[config.mk]
export PLATFORM = sky130hd
export DESIGN_NAME = serial_shift_unit
export DESIGN_NICKNAME = d
export VERILOG_FILES = /design/src/rtl/ssu_pkg.sv /design/src/rtl/ssu_sync.sv /design/src/rtl/ssu_edge.sv /design/src/rtl/ssu_shifter.sv /design/src/rtl/ssu_counter.sv /design/src/rtl/serial_shift_unit.sv
export SDC_FILE = /design/constraint.sdc
export NUM_CORES = 1
export LEC_CHECK = 0
export BUFFER_PORTS_ARGS = -buffer_cell sky130_fd_sc_hd__buf_2
export CAP_MARGIN = 20
export CELL_PAD_IN_SITES_DETAIL_PLACEMENT = 1
export CELL_PAD_IN_SITES_GLOBAL_PLACEMENT = 2
export CORE_MARGIN = 8
export CORE_UTILIZATION = 33
export CTS_BUF_LIST = sky130_fd_sc_hd__clkbuf_8 sky130_fd_sc_hd__clkbuf_16
export DETAILED_ROUTE_END_ITERATION = 8
export PLACE_DENSITY = 0.79
export REMOVE_ABC_BUFFERS = 1
export SYNTH_ARGS = -nofsm -noshare
export SYNTH_HDL_FRONTEND = slang
export SYNTH_HIERARCHICAL = 1
export SYNTH_SLANG_ARGS = --single-unit
export TNS_END_PERCENT = 5
[constraint.sdc]
create_clock -name clk -period 1.9 [get_ports clk]
set_input_delay 0.285 -clock clk [delete_from_list [all_inputs] [get_ports clk]]
set_output_delay 0.285 -clock clk [all_outputs]
set_load 0.02 [all_outputs]
[src/rtl/ssu_pkg.sv]
package ssu_pkg;
  localparam int ADDR_W = 2;
  localparam logic [ADDR_W-1:0] REG_DATA = 2'd0;
  localparam logic [ADDR_W-1:0] REG_STAT = 2'd1;
  localparam logic [ADDR_W-1:0] REG_CTRL = 2'd2;
  localparam int CB_MASTER = 0;
  localparam int CB_MODE1  = 1;
  localparam int CB_LEVEL  = 2;
  localparam int CB_TOGGLE = 3;
  localparam int CB_IRQEN  = 4;
  typedef struct packed {
    logic irq_en;
    logic mode1;
    logic master;
  } ssu_ctrl_t;
endpackage

[src/rtl/ssu_sync.sv]
module ssu_sync #(
  parameter int STAGES = 2
) (
  input  logic clk,
  input  logic rst,
  input  logic d,
  output logic q
);
  logic [STAGES-1:0] chain;
  genvar g;
  generate
    for (g = 0; g < STAGES; g++) begin : g_stage
      if (g == 0) begin : g_first
        always_ff @(posedge clk) begin
          if (rst) chain[0] <= 1'b0;
          else     chain[0] <= d;
        end
      end else begin : g_next
        always_ff @(posedge clk) begin
          if (rst) chain[g] <= 1'b0;
          else     chain[g] <= chain[g-1];
        end
      end
    end
  endgenerate
  assign q = chain[STAGES-1];
endmodule

[src/rtl/ssu_edge.sv]
module ssu_edge (
  input  logic clk,
  input  logic rst,
  input  logic src,
  output logic rise,
  output logic fall
);
  logic src_d;
  always_ff @(posedge clk) begin
    if (rst) src_d <= 1'b0;
    else     src_d <= src;
  end
  assign rise = src & ~src_d;
  assign fall = ~src & src_d;
endmodule

[src/rtl/ssu_shifter.sv]
module ssu_shifter #(
  parameter int W = 8
) (
  input  logic         clk,
  input  logic         rst,
  input  logic         load,
  input  logic [W-1:0] load_val,
  input  logic         sample,
  input  logic         advance,
  input  logic         din,
  output logic [W-1:0] sr,
  output logic         dout
);
  always_ff @(posedge clk) begin
    if (rst) begin
      sr   <= '0;
      dout <= 1'b0;
    end else if (load) begin
      sr   <= load_val;
      dout <= load_val[W-1];
    end else begin
      if (sample)  sr   <= {sr[W-2:0], din};
      if (advance) dout <= sr[W-1];
    end
  end
endmodule

[src/rtl/ssu_counter.sv]
module ssu_counter #(
  parameter int CNT_W = 4
) (
  input  logic             clk,
  input  logic             rst,
  input  logic             step,
  input  logic             wr,
  input  logic [CNT_W-1:0] wr_val,
  input  logic             clr,
  output logic [CNT_W-1:0] cnt,
  output logic             flag
);
  localparam logic [CNT_W-1:0] CNT_MAX = {CNT_W{1'b1}};
  logic wrap;
  assign wrap = step && !wr && (cnt == CNT_MAX);

  always_ff @(posedge clk) begin
    if (rst)       cnt <= '0;
    else if (wr)   cnt <= wr_val;
    else if (step) cnt <= cnt + 1'b1;
  end

  always_ff @(posedge clk) begin
    if (rst)       flag <= 1'b0;
    else if (wrap) flag <= 1'b1;
    else if (clr)  flag <= 1'b0;
  end
endmodule

[src/rtl/serial_shift_unit.sv]
module serial_shift_unit
  import ssu_pkg::*;
#(
  parameter int DATA_W    = 8,
  parameter int SYNC_STGS = 2
) (
  input  logic              clk,
  input  logic              rst,
  input  logic [ADDR_W-1:0] host_addr,
  input  logic              host_wr,
  input  logic [DATA_W-1:0] host_wdata,
  output logic [DATA_W-1:0] host_rdata,
  input  logic              di_i,
  input  logic              sck_i,
  output logic              do_o,
  output logic              sck_o,
  output logic              sck_oe,
  output logic              irq_o
);
  localparam int CNT_W = $clog2(2 * DATA_W);

  ssu_ctrl_t   ctrl_q;
  logic        sck_q;
  logic        irq_q;
  logic [DATA_W-1:0] rd_q;

  logic data_wr, cnt_wr, ctrl_wr, flag_clr;
  assign data_wr  = host_wr && (host_addr == REG_DATA);
  assign cnt_wr   = host_wr && (host_addr == REG_STAT);
  assign ctrl_wr  = host_wr && (host_addr == REG_CTRL);
  assign flag_clr = cnt_wr && host_wdata[DATA_W-1];

  // pin synchronizers
  logic sck_sync, di_sync;
  ssu_sync #(.STAGES(SYNC_STGS)) u_sync_sck (.clk(clk), .rst(rst), .d(sck_i), .q(sck_sync));
  ssu_sync #(.STAGES(SYNC_STGS)) u_sync_di  (.clk(clk), .rst(rst), .d(di_i),  .q(di_sync));

  // clock source and edge detection
  logic clk_src, rise, fall, step, sample, advance;
  assign clk_src = ctrl_q.master ? sck_q : sck_sync;
  ssu_edge u_edge (.clk(clk), .rst(rst), .src(clk_src), .rise(rise), .fall(fall));
  assign step    = rise | fall;
  assign sample  = ctrl_q.mode1 ? fall : rise;
  assign advance = ctrl_q.mode1 ? rise : fall;

  // data path
  logic [DATA_W-1:0] sr;
  logic              dout;
  ssu_shifter #(.W(DATA_W)) u_shift (
    .clk(clk), .rst(rst), .load(data_wr), .load_val(host_wdata),
    .sample(sample), .advance(advance), .din(di_sync), .sr(sr), .dout(dout)
  );

  // edge counter and done flag
  logic [CNT_W-1:0] cnt;
  logic             flag;
  ssu_counter #(.CNT_W(CNT_W)) u_cnt (
    .clk(clk), .rst(rst), .step(step), .wr(cnt_wr), .wr_val(host_wdata[CNT_W-1:0]),
    .clr(flag_clr), .cnt(cnt), .flag(flag)
  );

  // control register and software clock
  always_ff @(posedge clk) begin
    if (rst) begin
      ctrl_q <= '0;
      sck_q  <= 1'b0;
    end else if (ctrl_wr) begin
      ctrl_q.master <= host_wdata[CB_MASTER];
      ctrl_q.mode1  <= host_wdata[CB_MODE1];
      ctrl_q.irq_en <= host_wdata[CB_IRQEN];
      if (host_wdata[CB_TOGGLE]) sck_q <= ~sck_q;
      else                       sck_q <= host_wdata[CB_LEVEL];
    end
  end

  always_ff @(posedge clk) begin
    if (rst) irq_q <= 1'b0;
    else     irq_q <= flag & ctrl_q.irq_en;
  end

  // registered read port
  logic [DATA_W-1:0] rd_mux;
  always_comb begin
    rd_mux = '0;
    case (host_addr)
      REG_DATA: rd_mux = sr;
      REG_STAT: begin
        rd_mux[CNT_W-1:0] = cnt;
        rd_mux[DATA_W-1]  = flag;
      end
      REG_CTRL: begin
        rd_mux[CB_MASTER] = ctrl_q.master;
        rd_mux[CB_MODE1]  = ctrl_q.mode1;
        rd_mux[CB_LEVEL]  = sck_q;
        rd_mux[CB_IRQEN]  = ctrl_q.irq_en;
      end
      default: rd_mux = '0;
    endcase
  end

  always_ff @(posedge clk) begin
    if (rst) rd_q <= '0;
    else     rd_q <= rd_mux;
  end

  assign host_rdata = rd_q;
  assign do_o       = dout;
  assign sck_o      = sck_q;
  assign sck_oe     = ctrl_q.master;
  assign irq_o      = irq_q;
endmodule

==> run_results.csv, run 1 <==
group,metric,value,unit
synth,yosys-mux-area-fraction,17.6,%
timing,fin_setup_tns,0,ns
pwr,seq_power_share,50.9,%
layout,layout_common_cells,"sky130_fd_sc_hd__dfxtp_1 (31), sky130_fd_sc_hd__buf_2 (26), sky130_fd_sc_hd__mux2i_1 (20)",
timing,final_period_minus_worst_setup_slack,1.79,ns
synth,synth_async_sr_flop_share,0,%
setup_path,startpoint_type,"register",
clock_tree,post-cts-setup-buffers,0,
setup_path,required,2.06,ns
pwr,vdd_ir_drop_max,0.000370,V
floorplanning,num_rows,23,
synth,main_combinational_cell_family_by_area_after_synthesis,"simple AND/OR/NAND/NOR gates",
drt,ant_nets,0,
setup_path,criticalPathCategory,"register to register",
layout,nNetsFinal,183,
clock_tree,cts-htree-levels,2,
drt,total_via_count_in_the_routed_design,1051,
drt,drc,0,
timing,final.hold.worst_slack,0.211,ns
global_route,antenna_found_initial,0,
hold_path,hold_class,"primary input to register",
run_status,status,"finished clean",
drt,drtPass1Iterations,4,
global_route,largest_net_degree_at_the_start_of_global_routing,32,
synth,synthXorXnorAreaFrac,1.89,%
clock_tree,sinks_on_clock_net,32,
timing,clock_skew_after_layout,0.00497,ns
synth,ys_warn_count,6,
clock_tree,master_cell_of_the_clock_root_buffer,"sky130_fd_sc_hd__clkbuf_8",
layout,layout.cells.most_common,"sky130_fd_sc_hd__dfxtp_1",
pwr,static-leakage-power,0.720,nW
floorplanning,num_ports,27,
synth,synthesized_area_fraction_occupied_by_ao_oa_aoi_and_oai_cells,9.63,%
synth,synth_enable_flop_cells,0,
timing,final-setup-viol-count,0,
clock_tree,clk_latency,0.29,ns
clock_tree,worst_case_clock_buffer_depth,2,
drt,avgViaCountPerCell,4.82,
floorplanning,floorplan.die_area,6540,um^2
pwr,cell_internal_pwr,0.00106,W
layout,multi_input_comb_area,692,um^2
setup_path,cp_max_fo,4,
drt,wirelength,3450,um
synth,post_synth_instance_area,1390,um^2
layout,final_layout_size_suffix_gt1_share,30.4,%
synth,synth_simple_gate_area_share,19.7,%
synth,synth_flop_cell,"sky130_fd_sc_hd__dfxtp_1",
synth,unique_cell_type_count_in_the_yosys_netlist,30,
clock_tree,tritoncts.num_buffers,5,
pwr,power_density,850,nW/um^2
synth,syn-instance-count,136,
synth,postSynthAreaPerCell,10.2,um^2
pwr,clock_power_share,38.6,%
timing,maxClockFrequency,0.558,GHz
global_route,first_global_vias,1147,
synth,ys_ff_latch,32,
setup_path,cp-end-kind,"register",
pwr,sw_frac_of_total,25.3,%
timing,slew_headroom,61.0,%
drt,drtIter0Drc,46,
synth,synth_fa_ha_area_share,0.900,%
placement,port_buffers,26,
layout,area.sequential,642,um^2
layout,num-fill-cells,488,
synth,synth.yosys.seq_area_share,46.1,%
global_route,wire_length_of_the_first_global_routing_pass,5840,um
timing,timing_worst_slew_pin_value,0.585,ns
clock_tree,clkSlewWorstSetupHoldPaths,0.07,ns
layout,antenna_cells,0,
timing,finalHoldViolCount,0,
clock_tree,cts-hold-fix-buffers,0,
clock_tree,clock_tree_from_tritoncts,"built",
run,maxCapViolations,0,
layout,layout-area-overhead-vs-synth,19.7,%
setup_path,worst_ep_arrival_time,1.95,ns
global_route,grt.overflow.total,0,
floorplanning,initial_standard_cell_utilization_of_the_core,34.5,%
floorplanning,core_area,4030,um^2
pwr,net-switching-power,0.000358,W
timing,finalCritPeriodShare,94.3,%
pwr,combPwrFrac,10.4,%
timing,timing.final.max_slew_violations,0,
floorplanning,die_height,80.9,um
global_route,grtUsageTotal,11.8,%
floorplanning,die-width,80.9,um
drt,wl_per_cell,15.8,um
timing,rsz0062_at_grt,"false",
placement,place.gp.congestion,0.759,
placement,dpl.hpwl,2540,um
==> routing by layer <==
layer	global-route usage (%)	part of all wire (%)	up-vias
met2	20.3	50	14
met4	5.36	1.9	0
li1	-	-	525
met3	3.86	3.3	6
met1	13.0	45	506
met5	0	0	-
==> final timing paths <==
check,start,end,slack (ns),cells past startpoint
max,sck_oe,u_cnt/cnt[1],0.11,6
min,sck_i,u_sync_sck/chain[0],0.21,2
max reg2reg,sck_oe,u_cnt/cnt[1],0.11,6
min reg2reg,u_sync_sck/chain[0],u_sync_sck/q,0.44,1
==> cell type report <==
type | instances | share of cell area (%)
multi-input combinational | 94 | 41.6
sequential | 32 | 38.6
timing repair buffer | 30 | 9.62
clock buffer | 6 | 4.96
tap | 50 | 3.76
inverter | 4 | 0.902
clock inverter | 2 | 0.602
==> synthesized netlist by cell type, drive strengths merged, types with 2 or more instances <==
master / number / share of area [%]
dfxtp: 32 / 46
mux2i: 20 / 14
nor2b: 18 / 8.1
a211oi: 9 / 4.9
nor2: 7 / 1.9
a21oi: 6 / 2.2
nand2: 6 / 1.8
buf: 5 / 2.8
inv: 4 / 1.1
mux2: 4 / 3.2
nor3: 4 / 1.4
or2: 4 / 1.8
and2: 3 / 1.4
o21a: 2 / 1.1
xnor2: 2 / 1.3
==> kinds of logic after synthesis <==
logic type / Yosys count
flip-flops: 32
buffers and inverters: 10
multiplexers: 24
XOR/XNOR: 3
adder cells (fa/ha/maj): 1
AND/OR/NAND/NOR: 47
AO/OA/AOI/OAI: 19
==> power groups by stage <==
stage / registers (W) / clock network, W / logic, W
floorplan: 0.000737 / 0 / 0.0000756
global placement: 0.000733 / 0 / 0.000143
detailed placement: 0.000735 / 0 / 0.000149
CTS: 0.000720 / 0.000572 / 0.000150
global route: 0.000724 / 0.000599 / 0.000163
finish: 0.000720 / 0.000546 / 0.000148
==> critical path, stage by stage (launching register included) <==
cell,delay (ns)
sky130_fd_sc_hd__dfxtp_2,0.35
sky130_fd_sc_hd__mux2_2,0.36
sky130_fd_sc_hd__nor2b_1,0.15
sky130_fd_sc_hd__or2_2,0.33
sky130_fd_sc_hd__mux2_2,0.29
sky130_fd_sc_hd__mux2i_1,0.13
sky130_fd_sc_hd__nor2_1,0.05
==> repair_timing <==
action                                  CTS  global route
gates resized for setup                   0             1
endpoints found under the setup margin    0             3
endpoints found under the hold margin     0             0
==> per-stage QoR <==
stage,setup slack (ns),util (%),cell area (um^2),instances,power [W]
floorplan,0.0738,-,1350,130,0.000812
global placement,0.154,39.0,1570,210,0.000877
detailed placement,0.0819,39.0,1570,210,0.000884
CTS,0.0602,41.3,1660,218,0.00144
global route,0.0216,41.3,1660,218,0.00149
finish,0.108,41.3,1660,218,0.00141
==> state kept, by name, indices dropped and copies added, names as in the netlist <==
register,cells
u_shift/sr,8
host_rdata,8
u_sync_di/chain,1
u_sync_sck/chain,1
u_cnt/cnt,4
u_sync_sck/q,1
u_sync_di/q,1
u_cnt/flag,1
irq_o,1
u_shift/dout,1
ctrl_q,2
u_edge/src_d,1
sck_oe,1
sck_o,1
Power figures use the tool's default switching activity.
==> inputs of run 2 (changes only) <==
ABC_AREA = 1   (was not set)
CORE_UTILIZATION = 30   (was 33)
PLACE_DENSITY = 0.81   (was 0.79)
==> run 2 against run 1 <==
  * Register-to-register slack improved by 0.14 ns
  * Count of clock-buffer cells in the layout unchanged
  * Cell count increased by 45%
  * Critical path depth increased by 6
  * Utilization decreased by 3.4 points
  * Via count increased by 33%
  * Setup slack improved by 0.14 ns
  * Critical endpoint is now u_shift/sr[5]
==> run_results.csv, run 2 <==
group,metric,value,unit
run_status,status,"finished clean",
synth,synth_simple_gate_area_share,37.0,%
synth,post_synth_instance_area,1500,um^2
clock_tree,clk_latency,0.28,ns
floorplanning,die-width,86.6,um
drt,avgViaCountPerCell,4.41,
synth,main_combinational_cell_family_by_area_after_synthesis,"simple AND/OR/NAND/NOR gates",
setup_path,startpoint_type,"register",
hold_path,worst_hold_launch,"sck_i",
synth,synth.yosys.seq_area_share,42.8,%
timing,final_period_minus_worst_setup_slack,1.65,ns
pwr,total_power,0.00142,W
synth,count_leader_synth,"sky130_fd_sc_hd__nand2_1",
timing,clock_skew_after_layout,0.00627,ns
placement,place.gp.congestion,0.719,
run,maxCapViolations,0,
layout,num-fill-cells,657,
floorplanning,floorplan.die_area,7500,um^2
synth,unique_cell_type_count_in_the_yosys_netlist,25,
layout,antenna_cells,0,
synth,syn-instance-count,216,
placement,dpl.hpwl,3100,um
synth,synth_flop_cell,"sky130_fd_sc_hd__dfxtp_1",
timing,slew_headroom,72.6,%
global_route,antenna_found_initial,0,
synth,synth_area_leader_cell,"sky130_fd_sc_hd__dfxtp_1",
clock_tree,cts-htree-levels,2,
layout,multi_input_comb_area,683,um^2
global_route,grtUsageTotal,11.7,%
clock_tree,tritoncts.num_buffers,5,
clock_tree,worst_case_clock_buffer_depth,2,
setup_path,ff2ff_path_depth,12,
layout,layout_common_cells,"sky130_fd_sc_hd__nand2_1 (66), sky130_fd_sc_hd__inv_1 (36), sky130_fd_sc_hd__dfxtp_1 (32)",
setup_path,worst_ep_arrival_time,1.83,ns
synth,synth.area.top_cells,"sky130_fd_sc_hd__dfxtp_1 (43%), sky130_fd_sc_hd__nand2_1 (17%), sky130_fd_sc_hd__nand3_1 (8.7%), sky130_fd_sc_hd__inv_1 (8.5%), sky130_fd_sc_hd__nor2_1 (3.8%)",
placement,place_inst,309,
global_route,first_global_vias,1438,
drt,ant_nets,0,
floorplanning,initial_standard_cell_utilization_of_the_core,31.5,%
synth,synthXorXnorAreaFrac,0.585,%
pwr,power_density,784,nW/um^2
drt,drtIter0Drc,71,
clock_tree,master_cell_of_the_clock_root_buffer,"sky130_fd_sc_hd__clkbuf_8",
timing,timing_worst_slew_pin_value,0.406,ns
setup_path,r2r_slack,0.25,ns
synth,synth_enable_flop_cells,0,
timing,rsz0062_at_grt,"false",
synth,ys_ff_latch,32,
drt,drtPass1Iterations,4,
layout,area.sequential,641,um^2
floorplanning,core_area,4750,um^2
floorplanning,num_rows,25,
synth,netlist.area_leader.share,42.8,%
setup_path,cp_max_fo,9,
timing,finalCritPeriodShare,87.0,%
hold_path,hold_class,"primary input to register",
synth,yosys-mux-area-fraction,0,%
global_route,largest_net_degree_at_the_start_of_global_routing,19,
layout,final_layout_size_suffix_gt1_share,21.2,%
clock_tree,cts-resized-gates,0,
clock_tree,clkSlewWorstSetupHoldPaths,0.07,ns
timing,final.hold.worst_slack,0.203,ns
layout,nNetsFinal,265,
drt,total_via_count_in_the_routed_design,1397,
pwr,vdd_ir_drop_max,0.000372,V
drt,drc,0,
clock_tree,clock_tree_from_tritoncts,"built",
timing,finalHoldViolCount,0,
global_route,wire_length_of_the_first_global_routing_pass,6870,um
synth,ys_warn_count,6,
layout,layout.cells.non_filler,317,
setup_path,worstReg2RegStart,"sck_oe",
clock_tree,post-cts-setup-buffers,0,
clock_tree,cts-hold-fix-buffers,0,
setup_path,cp-end-kind,"register",
setup_path,timing.rr.end,"u_shift/sr[5]",
synth,synthesized_area_fraction_occupied_by_ao_oa_aoi_and_oai_cells,6.86,%
drt,wirelength,4020,um
timing,timing.final.max_slew_violations,0,
layout,layout-area-overhead-vs-synth,20.6,%
synth,synth_async_sr_flop_share,0,%
synth,synth_fa_ha_area_share,0.836,%
timing,final-setup-viol-count,0,
pwr,static-leakage-power,0.921,nW
hold_path,whs_endpoint,"u_sync_sck/chain[0]",
floorplanning,num_ports,27,
setup_path,criticalPathCategory,"register to register",
hold_path,hold_path_depth,3,
placement,port_buffers,26,
layout,layout.cells.most_common,"sky130_fd_sc_hd__nand2_1",
setup_path,required,2.08,ns
floorplanning,die_height,86.6,um
clock_tree,sinks_on_clock_net,32,
timing,maxClockFrequency,0.605,GHz
drt,wl_per_cell,12.7,um
synth,ys_top_cells_by_count,"sky130_fd_sc_hd__nand2_1 (66), sky130_fd_sc_hd__inv_1 (34), sky130_fd_sc_hd__dfxtp_1 (32), sky130_fd_sc_hd__nand3_1 (26), sky130_fd_sc_hd__nor2_1 (15)",
global_route,grt.overflow.total,0,
synth,postSynthAreaPerCell,6.93,um^2
[run 2: cell types whose count changed in the layout (fill, tap and decap cells not counted), sizes merged, moves of 3 or more]
cell	previous run	this run
nand2	6	69
inv	4	39
mux2i	20	0
or2	4	0
and2	3	0
o21ai	1	4
nor2	7	21
nor2b	18	0
mux2	4	0
a21oi	6	12
nand3	0	28
a211oi	9	0
[run 2: per-layer routing]
metal	up-vias	wire length (um)	GRT usage, %
li1	731	-	-
met1	625	1990	14.7
met2	35	1740	18.5
met3	6	231	3.40
met4	0	53	4.23
met5	-	0	0
[run 2: through the flow]
step / cell area, um^2 / TNS, ns / worst slack (ns) / util [%]
final: 1800 / 0 / 0.247 / 37.9
after global routing: 1800 / 0 / 0.0227 / 37.9
after CTS: 1800 / 0 / 0.240 / 37.9
after detailed placement: 1710 / 0 / 0.259 / 36.1
after global placement: 1710 / 0 / 0.297 / 36.1
after floorplan: 1470 / -0.972 / -0.122 / -
[run 2: critical path, cell delays in order (launching register included)]
cell and delay [ns]:
sky130_fd_sc_hd__dfxtp_1 0.43, sky130_fd_sc_hd__nor2_1 0.08, sky130_fd_sc_hd__a21oi_1 0.15, sky130_fd_sc_hd__inv_1 0.07
sky130_fd_sc_hd__nor2_1 0.12, sky130_fd_sc_hd__inv_1 0.07, sky130_fd_sc_hd__o21ai_0 0.14, sky130_fd_sc_hd__buf_4 0.19
sky130_fd_sc_hd__nor2_4 0.07, sky130_fd_sc_hd__nand2_1 0.06, sky130_fd_sc_hd__nand3_1 0.06, sky130_fd_sc_hd__nand2_1 0.06
sky130_fd_sc_hd__inv_1 0.04
[run 2: kinds of logic (layout without fill, tap and decap cells)]
logic type | count (synthesis) | after routing
buffers and inverters | 41 | 75
AND/OR/NAND/NOR | 123 | 123
XOR/XNOR | 1 | 1
AO/OA/AOI/OAI | 18 | 18
adder cells (fa/ha/maj) | 1 | 1
flip-flops | 32 | 32
[run 2: how the worst max path moves through the flow]
stage	slack, ns	to	startpoint
floorplan	-0.12	u_shift/sr[0]	sck_oe
global placement	0.30	u_shift/sr[0]	sck_oe
detailed placement	0.26	u_shift/sr[5]	sck_oe
CTS	0.24	u_shift/sr[5]	sck_oe
global route	0.02	u_shift/sr[1]	sck_oe
finish	0.25	u_shift/sr[5]	sck_oe
[run 2: final cells by class]
cell class / count / share of cell area, %
inverter: 37 / 8.11
timing repair buffer: 30 / 8.88
clock buffer: 6 / 4.58
multi-input combinational: 143 / 37.9
sequential: 32 / 35.5
clock inverter: 2 / 0.416
tap: 67 / 4.65
[run 2: where the power goes]
part / switching (W) / total, W / internal [W]
clock network: 0.000247 / 0.000532 / 0.000285
registers: 0.0000204 / 0.000716 / 0.000695
logic: 0.000110 / 0.000168 / 0.0000577
==> inputs of run 3 (changes only) <==
CORE_UTILIZATION = 31   (was 30)
CTS_BUF_LIST = sky130_fd_sc_hd__clkbuf_8   (was sky130_fd_sc_hd__clkbuf_8 sky130_fd_sc_hd__clkbuf_16)
PLACE_DENSITY = 0.83   (was 0.81)
==> run 3 against run 2 <==
  * Setup slack lost 0.010 ns
  * Critical endpoint is now u_shift/sr[0]
  * Sequential share of layout area grew 0.37 points
  * Register-to-register slack is essentially flat
  * Routed wire length shrank 3.4%
  * First-iteration DRC count shrank 34%
  * Power is essentially flat
  * Design area shrank 0.83%
  * Clock skew shrank 0.0039 ns
  * Hold slack lost 0.0041 ns
==> run_results.csv, run 3 (same netlist as run 2, synthesis figures left out) <==
group,metric,value,unit
run_status,status,"finished clean",
layout,layout-area-overhead-vs-synth,19.6,%
setup_path,required,2.08,ns
floorplanning,core_area,4690,um^2
floorplanning,die-width,85.5,um
clock_tree,clkSlewWorstSetupHoldPaths,0.07,ns
placement,detailed_place.area,1700,um^2
placement,place.gp.congestion,0.775,
timing,timing.final.max_slew_violations,0,
run,maxCapViolations,0,
global_route,largest_net_degree_at_the_start_of_global_routing,13,
global_route,wire_length_of_the_first_global_routing_pass,6670,um
timing,rsz0062_at_grt,"false",
drt,total_via_count_in_the_routed_design,1380,
layout,antenna_cells,0,
pwr,vdd_ir_drop_max,0.000299,V
global_route,first_global_vias,1406,
placement,port_buffers,26,
clock_tree,clk_latency,0.28,ns
timing,clock_skew_after_layout,0.00239,ns
layout,num-fill-cells,622,
clock_tree,master_cell_of_the_clock_root_buffer,"sky130_fd_sc_hd__clkbuf_8",
timing,finalCritPeriodShare,87.6,%
drt,wirelength,3880,um
global_route,grtUsageTotal,11.7,%
layout,layout_common_cells,"sky130_fd_sc_hd__nand2_1 (66), sky130_fd_sc_hd__inv_1 (36), sky130_fd_sc_hd__dfxtp_1 (31)",
drt,wl_per_cell,12.8,um
timing,final_period_minus_worst_setup_slack,1.66,ns
timing,maxClockFrequency,0.601,GHz
clock_tree,cts-hold-fix-buffers,0,
clock_tree,clock_tree_from_tritoncts,"built",
setup_path,crit_path_frequent_cell,"sky130_fd_sc_hd__inv_1",
drt,drtIter0Drc,47,
floorplanning,floorplan.die_area,7310,um^2
global_route,antenna_found_initial,0,
placement,dpl.hpwl,3000,um
setup_path,slowest_delay,0.39,ns
timing,finalHoldViolCount,0,
drt,avgViaCountPerCell,4.54,
setup_path,critical_path_buf_inv_count,5,
timing,final-setup-viol-count,0,
clock_tree,sinks_on_clock_net,32,
timing,timing_worst_slew_pin_value,0.354,ns
pwr,power_density,790,nW/um^2
layout,final_design_area_no_fill,1790,um^2
floorplanning,initial_standard_cell_utilization_of_the_core,31.9,%
layout,nNetsFinal,265,
setup_path,startpoint_type,"register",
setup_path,chain_of_cells_forming_the_critical_path,"inv_1 > a21oi_1 > inv_1 > nor2_1 > inv_1 > o21ai_0 > buf_4 > nor2_4 > nand2_1 > nand3_1 > nand2_1 > inv_1",
drt,ant_nets,0,
layout,layout.cells.non_filler,304,
setup_path,cp_max_fo,9,
setup_path,cpMaxStageDelayCell,"sky130_fd_sc_hd__dfxtp_1",
layout,final_layout_size_suffix_gt1_share,21.6,%
floorplanning,num_rows,25,
clock_tree,cts-htree-levels,2,
floorplanning,num_ports,27,
drt,drtPass1Iterations,4,
setup_path,cp_top_family,"buffers and inverters",
clock_tree,worst_case_clock_buffer_depth,2,
timing,fin_setup_tns,0,ns
pwr,static-leakage-power,0.921,nW
global_route,grt.overflow.total,0,
hold_path,hold_class,"primary input to register",
layout,layout.cells.most_common,"sky130_fd_sc_hd__nand2_1",
drt,drc,0,
placement,place_inst,296,
floorplanning,die_height,85.5,um
timing,slew_headroom,76.2,%
setup_path,cp-end-kind,"register",
clock_tree,tritoncts.num_buffers,5,
setup_path,criticalPathCategory,"register to register",
setup_path,worst_ep_arrival_time,1.85,ns
-- run 3: cell counts in the layout (fill, tap and decap cells not counted) --
No cell type changed its count.
-- run 3: worst paths after layout --
check,startpoint,to,slack (ns),cells past startpoint
worst min-delay path,sck_i,u_sync_sck/chain[0],0.20,3
worst min register to register,u_sync_di/chain[0],u_sync_di/q,0.41,2
worst max register to register,sck_o,u_shift/sr[0],0.24,12
worst max-delay path,sck_o,u_shift/sr[0],0.24,12
-- run 3: per-stage QoR --
stage / hold WS (ns) / power, W / setup WS, ns / utilization, %
floorplan: 0.347 / 0.000826 / -0.122 / -
global placement: 0.389 / 0.000899 / 0.286 / 36.2
detailed placement: 0.407 / 0.000901 / 0.221 / 36.2
CTS: 0.194 / 0.00144 / 0.208 / 38.1
global route: 0.198 / 0.00149 / 0.0278 / 38.1
finish: 0.199 / 0.00141 / 0.236 / 38.1
-- run 3: tightest hold or removal path, cell delays in order --
cell and delay [ns]:
sky130_fd_sc_hd__buf_2 0.07, sky130_fd_sc_hd__inv_1 0.03, sky130_fd_sc_hd__nor2_1 0.06
-- run 3: final cells by class --
class	instances	area, um^2	area share, %
Tap cell	54	67.6	3.78
Timing Repair Buffer	30	160	8.95
Sequential cell	32	642	35.9
Inverter	37	146	8.18
Clock inverter	2	7.51	0.420
Clock buffer	6	82.6	4.62
Multi-Input combinational cell	143	683	38.2
-- run 3: report_power, final --
part	internal [W]	total (W)	switching [W]	leakage, nW
Clock	0.000284	0.000531	0.000246	0.0538
Combinational	0.0000578	0.000168	0.000110	0.607
Sequential	0.000695	0.000716	0.0000205	0.261
Total	0.00104	0.00141	0.000377	0.921
-- run 3: timing repair --
item / 4_1_cts / 5_1_grt
setup endpoints to repair: 0 / 3
resized for setup: 0 / 1
buffers inserted: 0 / 0
-- run 3: layer usage --
metal  up-vias  wire length, um  part of all wire (%)  GRT usage, %
li1        731                -                     -             -
met1       618             1930                    50          14.8
met4         0               56                   1.4          4.30
met5         -                0                     0             0
met3         5              208                   5.4          4.05
met2        26             1680                    43          17.7
